==> src/rtl/pirq_pkg.sv <==
package pirq_pkg;
  localparam int unsigned BYTE_W = 8;
  typedef logic [BYTE_W-1:0] route_t;
  localparam route_t ROUTE_OFF = 8'hFF;
endpackage

==> src/rtl/pirq_route_regs.sv <==
module pirq_route_regs
  import pirq_pkg::*;
#(
  parameter int unsigned N_LINES    = 4,
  parameter logic [7:0]  ROUTE_BASE = 8'h60,
  parameter route_t      RST_VAL    = 8'h80
) (
  input  logic                      clk_i,
  input  logic                      rst_ni,
  input  logic                      wr_i,
  input  logic [5:0]                addr_i,
  input  logic [N_LINES-1:0]        be_i,
  input  logic [8*N_LINES-1:0]      wdata_i,
  output logic [8*N_LINES-1:0]      rdata_o,
  output logic [N_LINES-1:0][7:0]   route_q_o,
  output logic [N_LINES-1:0][7:0]   route_d_o
);
  logic hit;
  assign hit = (addr_i == ROUTE_BASE[7:2]);

  for (genvar i = 0; i < N_LINES; i++) begin : g_line
    assign route_d_o[i] = (wr_i && hit && be_i[i]) ? wdata_i[8*i +: 8] : route_q_o[i];
    assign rdata_o[8*i +: 8] = hit ? route_q_o[i] : 8'h00;

    always_ff @(posedge clk_i or negedge rst_ni) begin
      if (!rst_ni) route_q_o[i] <= RST_VAL;
      else         route_q_o[i] <= route_d_o[i];
    end
  end
endmodule

==> src/rtl/pirq_level_map.sv <==
module pirq_level_map #(
  parameter int unsigned N_LINES = 4,
  parameter int unsigned N_IRQ   = 16
) (
  input  logic                    clk_i,
  input  logic                    rst_ni,
  input  logic [N_LINES-1:0]      req_i,
  input  logic [N_LINES-1:0][7:0] route_i,
  output logic [N_IRQ-1:0]        irq_o
);
  localparam int unsigned MAP_W = N_IRQ * N_LINES;

  logic [MAP_W-1:0] map_d, map_q;

  // bit (irq*N_LINES + line) set when line is high and steered to irq
  for (genvar k = 0; k < N_IRQ; k++) begin : g_irq
    for (genvar l = 0; l < N_LINES; l++) begin : g_line
      assign map_d[k*N_LINES + l] = req_i[l] && (route_i[l] == 8'(k));
    end
    assign irq_o[k] = |map_q[k*N_LINES +: N_LINES];
  end

  always_ff @(posedge clk_i or negedge rst_ni) begin
    if (!rst_ni) map_q <= '0;
    else         map_q <= map_d;
  end
endmodule

==> src/rtl/pirq_rst_ctrl.sv <==
module pirq_rst_ctrl #(
  parameter int unsigned GO_BIT    = 2,
  parameter logic [7:0]  KEEP_MASK = 8'h02
) (
  input  logic       clk_i,
  input  logic       rst_ni,
  input  logic       wr_i,
  input  logic [7:0] wdata_i,
  output logic [7:0] rdata_o,
  output logic       req_o
);
  logic go;
  assign go = wdata_i[GO_BIT];

  always_ff @(posedge clk_i or negedge rst_ni) begin
    if (!rst_ni) begin
      rdata_o <= 8'h00;
      req_o   <= 1'b0;
    end else begin
      req_o <= wr_i && go;
      if (wr_i && !go) rdata_o <= wdata_i & KEEP_MASK;
    end
  end
endmodule

==> src/rtl/pirq_slot_map.sv <==
module pirq_slot_map #(
  parameter int unsigned N_LINES = 4,
  localparam int unsigned LW     = $clog2(N_LINES)
) (
  input  logic [4:0]    dev_i,
  input  logic [LW-1:0] intx_i,
  output logic [LW-1:0] line_o
);
  logic [4:0] sum;
  assign sum    = 5'(intx_i) + dev_i - 5'd1;
  assign line_o = sum[LW-1:0];
endmodule

==> src/rtl/pirq_router.sv <==
module pirq_router
  import pirq_pkg::*;
#(
  parameter int unsigned N_LINES = 4,
  parameter int unsigned N_IRQ   = 16,
  localparam int unsigned LW     = $clog2(N_LINES)
) (
  input  logic                   clk_i,
  input  logic                   rst_ni,
  input  logic [N_LINES-1:0]     req_i,
  input  logic                   cfg_wr_i,
  input  logic [5:0]             cfg_addr_i,
  input  logic [N_LINES-1:0]     cfg_be_i,
  input  logic [8*N_LINES-1:0]   cfg_wdata_i,
  output logic [8*N_LINES-1:0]   cfg_rdata_o,
  output logic [N_IRQ-1:0]       irq_o,
  input  logic [LW-1:0]          q_pin_i,
  output logic                   q_en_o,
  output logic [7:0]             q_irq_o,
  input  logic [4:0]             dev_i,
  input  logic [LW-1:0]          intx_i,
  output logic [LW-1:0]          line_o,
  input  logic                   rst_wr_i,
  input  logic [7:0]             rst_wdata_i,
  output logic [7:0]             rst_rdata_o,
  output logic                   sys_rst_req_o
);
  logic [N_LINES-1:0][7:0] route_q, route_d;
  route_t q_route;

  pirq_route_regs #(.N_LINES(N_LINES)) u_regs (
    .clk_i, .rst_ni,
    .wr_i(cfg_wr_i), .addr_i(cfg_addr_i), .be_i(cfg_be_i),
    .wdata_i(cfg_wdata_i), .rdata_o(cfg_rdata_o),
    .route_q_o(route_q), .route_d_o(route_d)
  );

  // map uses next routing so outputs settle one clock after a write
  pirq_level_map #(.N_LINES(N_LINES), .N_IRQ(N_IRQ)) u_map (
    .clk_i, .rst_ni, .req_i, .route_i(route_d), .irq_o
  );

  pirq_rst_ctrl u_rst (
    .clk_i, .rst_ni, .wr_i(rst_wr_i), .wdata_i(rst_wdata_i),
    .rdata_o(rst_rdata_o), .req_o(sys_rst_req_o)
  );

  pirq_slot_map #(.N_LINES(N_LINES)) u_slot (
    .dev_i, .intx_i, .line_o
  );

  assign q_route = route_q[q_pin_i];
  assign q_en_o  = q_route < 8'(N_IRQ);
  assign q_irq_o = q_en_o ? q_route : ROUTE_OFF;
endmodule

==> config.mk <==
export PLATFORM = sky130hd
export DESIGN_NAME = pirq_router
export DESIGN_NICKNAME = d
export VERILOG_FILES = /design/src/rtl/pirq_pkg.sv /design/src/rtl/pirq_route_regs.sv /design/src/rtl/pirq_level_map.sv /design/src/rtl/pirq_rst_ctrl.sv /design/src/rtl/pirq_slot_map.sv /design/src/rtl/pirq_router.sv
export SDC_FILE = /design/constraint.sdc
export NUM_CORES = 1
export LEC_CHECK = 0
export ABC_CLOCK_PERIOD_IN_PS = 1900
export CORE_ASPECT_RATIO = 1.4
export CORE_UTILIZATION = 50
export CTS_CLUSTER_DIAMETER = 150
export DETAILED_ROUTE_END_ITERATION = 10
export DONT_BUFFER_PORTS = 1
export GPL_TIMING_DRIVEN = 0
export PLACE_DENSITY = 0.72
export SLEW_MARGIN = 20
export SYNTH_ARGS = -nofsm -noshare
export SYNTH_HDL_FRONTEND = slang
export SYNTH_HIERARCHICAL = 1
export SYNTH_SLANG_ARGS = --single-unit
export TNS_END_PERCENT = 100
==> constraint.sdc <==
create_clock -name clk_i -period 1.9 [get_ports clk_i]
set_input_delay 0.095 -clock clk_i [delete_from_list [all_inputs] [get_ports clk_i]]
set_output_delay 0.095 -clock clk_i [all_outputs]
set_load 0.02 [all_outputs]
# After elaboration in Yosys (flattened, before gate mapping)
# Index checks and enable logic that the tools add are counted.
# totals
elab_cells	175
regBits	98
out_inout_bits	68
# op_classes
magnitude_cmp	2
addsub	2
reduce_logical	92
mux	11
eq_ne	61
# ops
op	count
8-bit by 4-bit equality test with 1-bit output (second input constant)	32
8-bit by 3-bit equality test with 1-bit output (second input constant)	16
8-bit 2-to-1 mux	10
1-bit logical AND	71
8-bit by 2-bit equality test with 1-bit output (second input constant)	8
4-bit OR reduction	16
8-bit by 1-bit equality test with 1-bit output (second input constant)	4
8-bit zero test	4
8-bit binary-select mux with 2-bit select	1
8-bit by 5-bit less-than comparator with 1-bit output (second input constant)	1
6-bit by 5-bit equality test with 1-bit output (second input constant)	1
2-bit by 3-bit less-than comparator with 1-bit output (second input constant)	1
2-bit adder	1
2-bit by 1-bit subtractor with 2-bit output (second input constant)	1
1-bit zero test	1

# Logic depth before layout (Yosys ltp)
# depth
depth_word	6
mapped_depth	8
depth_no_buf	5

# Hierarchy
# Netlist, hierarchy kept.
# modules_own_cells
module	area_each_um2	n_inst	cells_each
pirq_level_map	2502.4	1	184
pirq_route_regs	1501.4	1	110
pirq_router	296.5	1	27
pirq_rst_ctrl	142.6	1	13
pirq_slot_map	47.5	1	5

# Worst setup path before layout
# No wires, ideal clock.
# synth_timing
kind	input to register
start	input cfg_addr_i[5]
end	register u_map.map_q[53]
t_arrival_ns	2.138
required_ns	1.814
path_slack_ns	-0.325
path_stages	8
path_cell_list	or4b_1 -> buf_6 -> nor2_4 -> mux2_2 -> or3_4 -> buf_6 -> buf_8 -> nor3_1
# synth_rtl
item	line	source
from (decl)	pirq_router.sv:12	input logic [5:0] cfg_addr_i,
to (signal assigned)	pirq_level_map.sv:25	else map_q <= map_d;
to (decl)	pirq_level_map.sv:13	logic [MAP_W-1:0] map_d, map_q;

# Worst setup path after layout
# layout_timing
start	register u_regs/route_q_o[6] (netlist bit)
end	output q_irq_o[6]
# layout_between
elab_chain_len	4
# layout_rtl
item	line	source
from (decl)	pirq_route_regs.sv:15	output logic [N_LINES-1:0][7:0] route_q_o,
from (signal, indexed assignment)	pirq_route_regs.sv:27	else route_q_o[i] <= route_d_o[i];
8-bit binary-select mux with 2-bit select (*)	pirq_router.sv:52	assign q_route = route_q[q_pin_i];
8-bit 2-to-1 mux (not written as such) (*)	pirq_router.sv:52	
8-bit by 5-bit less-than comparator with 1-bit output	pirq_router.sv:53	assign q_en_o = q_route < 8'(N_IRQ);
8-bit 2-to-1 mux (*)	pirq_router.sv:54	assign q_irq_o = q_en_o ? q_route : ROUTE_OFF;
to (decl)	pirq_router.sv:19	output logic [7:0] q_irq_o,
# Every way passes the cells marked *; elsewhere a longest branch is shown, timed or not. The select of a mux whose other input is x is not followed.

==> qor.yml <==
placed_design:
  dp_hpwl_um: 7860
  gp_congestion: 0.811
  port_buffers: 0
clocking:
  numCtsBuffers: 9
  clock_tree.root_cell: "clkbuf_16"
  clk_latency_ns: 0.35
  htree_levels: 3
  path_clk_slew_ns: 0.06
  cts_sinks: 98
  cts_tree: "built"
  cts_buffer_depth: 2
setup_path:
  rrSetupSlack_ns: 0.28
  r2r_cells: 4
  critPathKind: "reg -> out"
  start_kind: "flip-flop"
  path_max_fanout: 5
  cp_data_arrival_time_ns: 1.87
  worstReg2RegStart: "u_regs/route_q_o[29]"
  crit_path_end_kind: "output pin"
  critPathRequiredTime_ns: 1.80
  rr_endpoint: "u_map/map_q[7]"
routing:
  drc_errors: 0
  dr.first_iter.drc_count: 189
  via_count: 3128
  first_pass_iters: 4
  wirelength_um: 11900
  wire_per_inst_um: 23.2
  drtAntennaViolNets: 0
  avgViaCountPerCell: 6.11
final_layout:
  fin_util_pct: 67.5
  final_nets: 471
  areaGrowthSynthToFinish_pct: 30.2
  drive_gt1_share_pct: 41.8
  diodes: 0
  layout_common_cells: "dfrtp_1 (94), and2_1 (31), dlygate4sd3_1 (28)"
  final_common_cell: "dfrtp_1"
global_route:
  grt_use_total_pct: 25.4
  grt_max_degree: 99
  use_met3_pct: 6.61
  grt.busiest_layer: "met2"
  use_met1_pct: 27.3
  gr-usage-met2_pct: 43.7
  grt_pass1_wl_um: 16600
  grt-ovfl-total: 0
  antenna_found_initial: 0
  grt_pass1_vias: 3113
logic_synthesis:
  synth_compound_area_share_pct: 2.48
  synth-xor-area-share_pct: 0.529
  synth.largest_area_cell: "dfrtp_1"
  synth_cell_types: 40
  avgSynthCellArea_um2: 13.2
  synthMuxAreaShare_pct: 10.7
  synthTopCellsByArea: "dfrtp_1 (52%), mux2_2 (8.0%), and2_1 (4.5%), nor3_1 (4.3%), or4_1 (2.7%)"
  synthAdderAreaFrac_pct: 0.279
  syn_area_um2: 4490
  yosys_register_bits: 98
  yosysWarnings: 6
  yosysTopAreaCellShare_pct: 52.4
  synth_top_family_by_area: "simple AND/OR/NAND/NOR gates"
  ys_seq_area_share_pct: 54.7
  yosys.area_share.simple_pct: 26.8
  synthCells: 339
hold_path:
  min_path_type: "in -> async"
pwr:
  ir_drop_mv: 0.503
  leakagePower_nw: 2.64
  p_per_area_nw_per_um2: 851
  total_power_mw: 4.97
sta:
  post-route-min-period_ns: 1.97
  hold_viol_final: 98
  hold_ws_ns: -0.556
  slew_violations: 0
  fin_skew_ns: 0.00694
  fmax_ghz: 0.508
  final.period_utilization_pct: 104
  rsz0062_at_grt: "true"
  tightest_slew_ns: 0.557
  worst_slack_ns: -0.0688
  slew_headroom_pct: 62.8
  finalSetupViolations: 10
floorplanning:
  io_pins: 135
  die_y_um: 114
  dieArea_um2: 9370
  start_util_pct: 51.9
  die_x_um: 82.1
  num_rows: 40
  core_um2: 8660
job:
  drv_cap: 0
outcome:
  violations: "negative hold slack, negative setup slack"
  status: "complete, but fails checks"
==> worst max path at each step <==
stage               cells after the start         endpoint           startpoint
floorplan                               8  u_map/map_q[53]        cfg_addr_i[5]
global placement                        8  u_map/map_q[62]        cfg_addr_i[5]
detailed placement                      8  u_map/map_q[62]        cfg_addr_i[5]
CTS                                     3       q_irq_o[6]  u_regs/route_q_o[6]
global route                            3       q_irq_o[6]  u_regs/route_q_o[6]
finish                                  3       q_irq_o[6]  u_regs/route_q_o[6]
==> where the power goes <==
group          leakage, nW  internal, mW  switching, mW
clock                0.138         0.944          0.722
sequential            1.34          2.18         0.0707
combinational         1.16         0.451          0.601
total                 2.64          3.58           1.39
==> cell usage after synthesis, drive strengths merged <==
library cell / count
clkbuf: 3
a22oi: 1
conb: 1
or4: 19
xor3: 1
dfrtp: 94
or4b: 6
nand4b: 8
nand2: 4
ha: 1
inv: 3
nor2b: 2
o21a: 1
nor4: 16
a221oi: 4
nor2: 6
mux2: 33
dfstp: 4
nand4bb: 8
o21ai: 9
nor3b: 1
buf: 17
or3: 4
nand2b: 8
mux4: 4
and2: 33
nor3: 48
==> kinds of logic (layout without fill, tap and decap cells) <==
| family | count (synthesis) | count (layout) |
|---|---|---|
| simple gates | 163 | 163 |
| flops | 98 | 98 |
| mux | 37 | 37 |
| buf+inv | 23 | 84 |
| compound gates | 15 | 16 |
| fa+ha+maj | 1 | 1 |
| other cells | 1 | 7 |
| xor+xnor | 1 | 1 |
==> per-stage QoR <==
step                TNS [ns]  worst slack [ns]  instances  instance area, um^2
floorplan             -14.24            -0.262        345                 4550
global placement      -22.95            -0.475        450                 4690
detailed placement    -24.20            -0.494        450                 4690
CTS                   -0.161           -0.0384        501                 5530
global route           -1.11            -0.143        512                 5850
finish                -0.378           -0.0688        512                 5850
==> worst max-delay path, stage by stage (launching register included) <==
cell	delay (ns)
dfrtp_1	0.39
or4_4	0.59
a22oi_2	0.29
o21ai_1	0.25
==> registers in the layout, summed over array words and instances (netlist names) <==
| register | cells |
|---|---|
| u_rst/req_o | 1 |
| u_regs/route_q_o | 32 |
| u_rst/rdata_o | 1 |
| u_map/map_q | 64 |
==> metal layers <==
layer	up-vias	part of all wire [%]
met3	33	6.8
met4	0	4.4
met2	132	53
li1	1388	-
met1	1575	36
met5	-	0
==> cell type report <==
class                           instances  area, um^2
Timing Repair Buffer                   51         539
Clock buffer                           12         256
Tap cell                              105         131
Sequential cell                        98        2460
Fill cell                             605        2810
Inverter                                3        11.3
Multi-Input combinational cell        225        2290
Buffer                                 15         145
Clock inverter                          3        15.0
==> timing repair <==
| item | in CTS | in global routing |
|---|---|---|
| gates cloned | 0 | 3 |
| buffers inserted | 13 | 8 |
| resized for setup | 51 | 39 |
| endpoints found under the hold margin | 124 | 99 |
| hold buffers | 27 | 1 |
| setup endpoints to repair | 56 | 68 |
| pin swaps | 16 | 21 |
(Power assumes the default switching activity.)
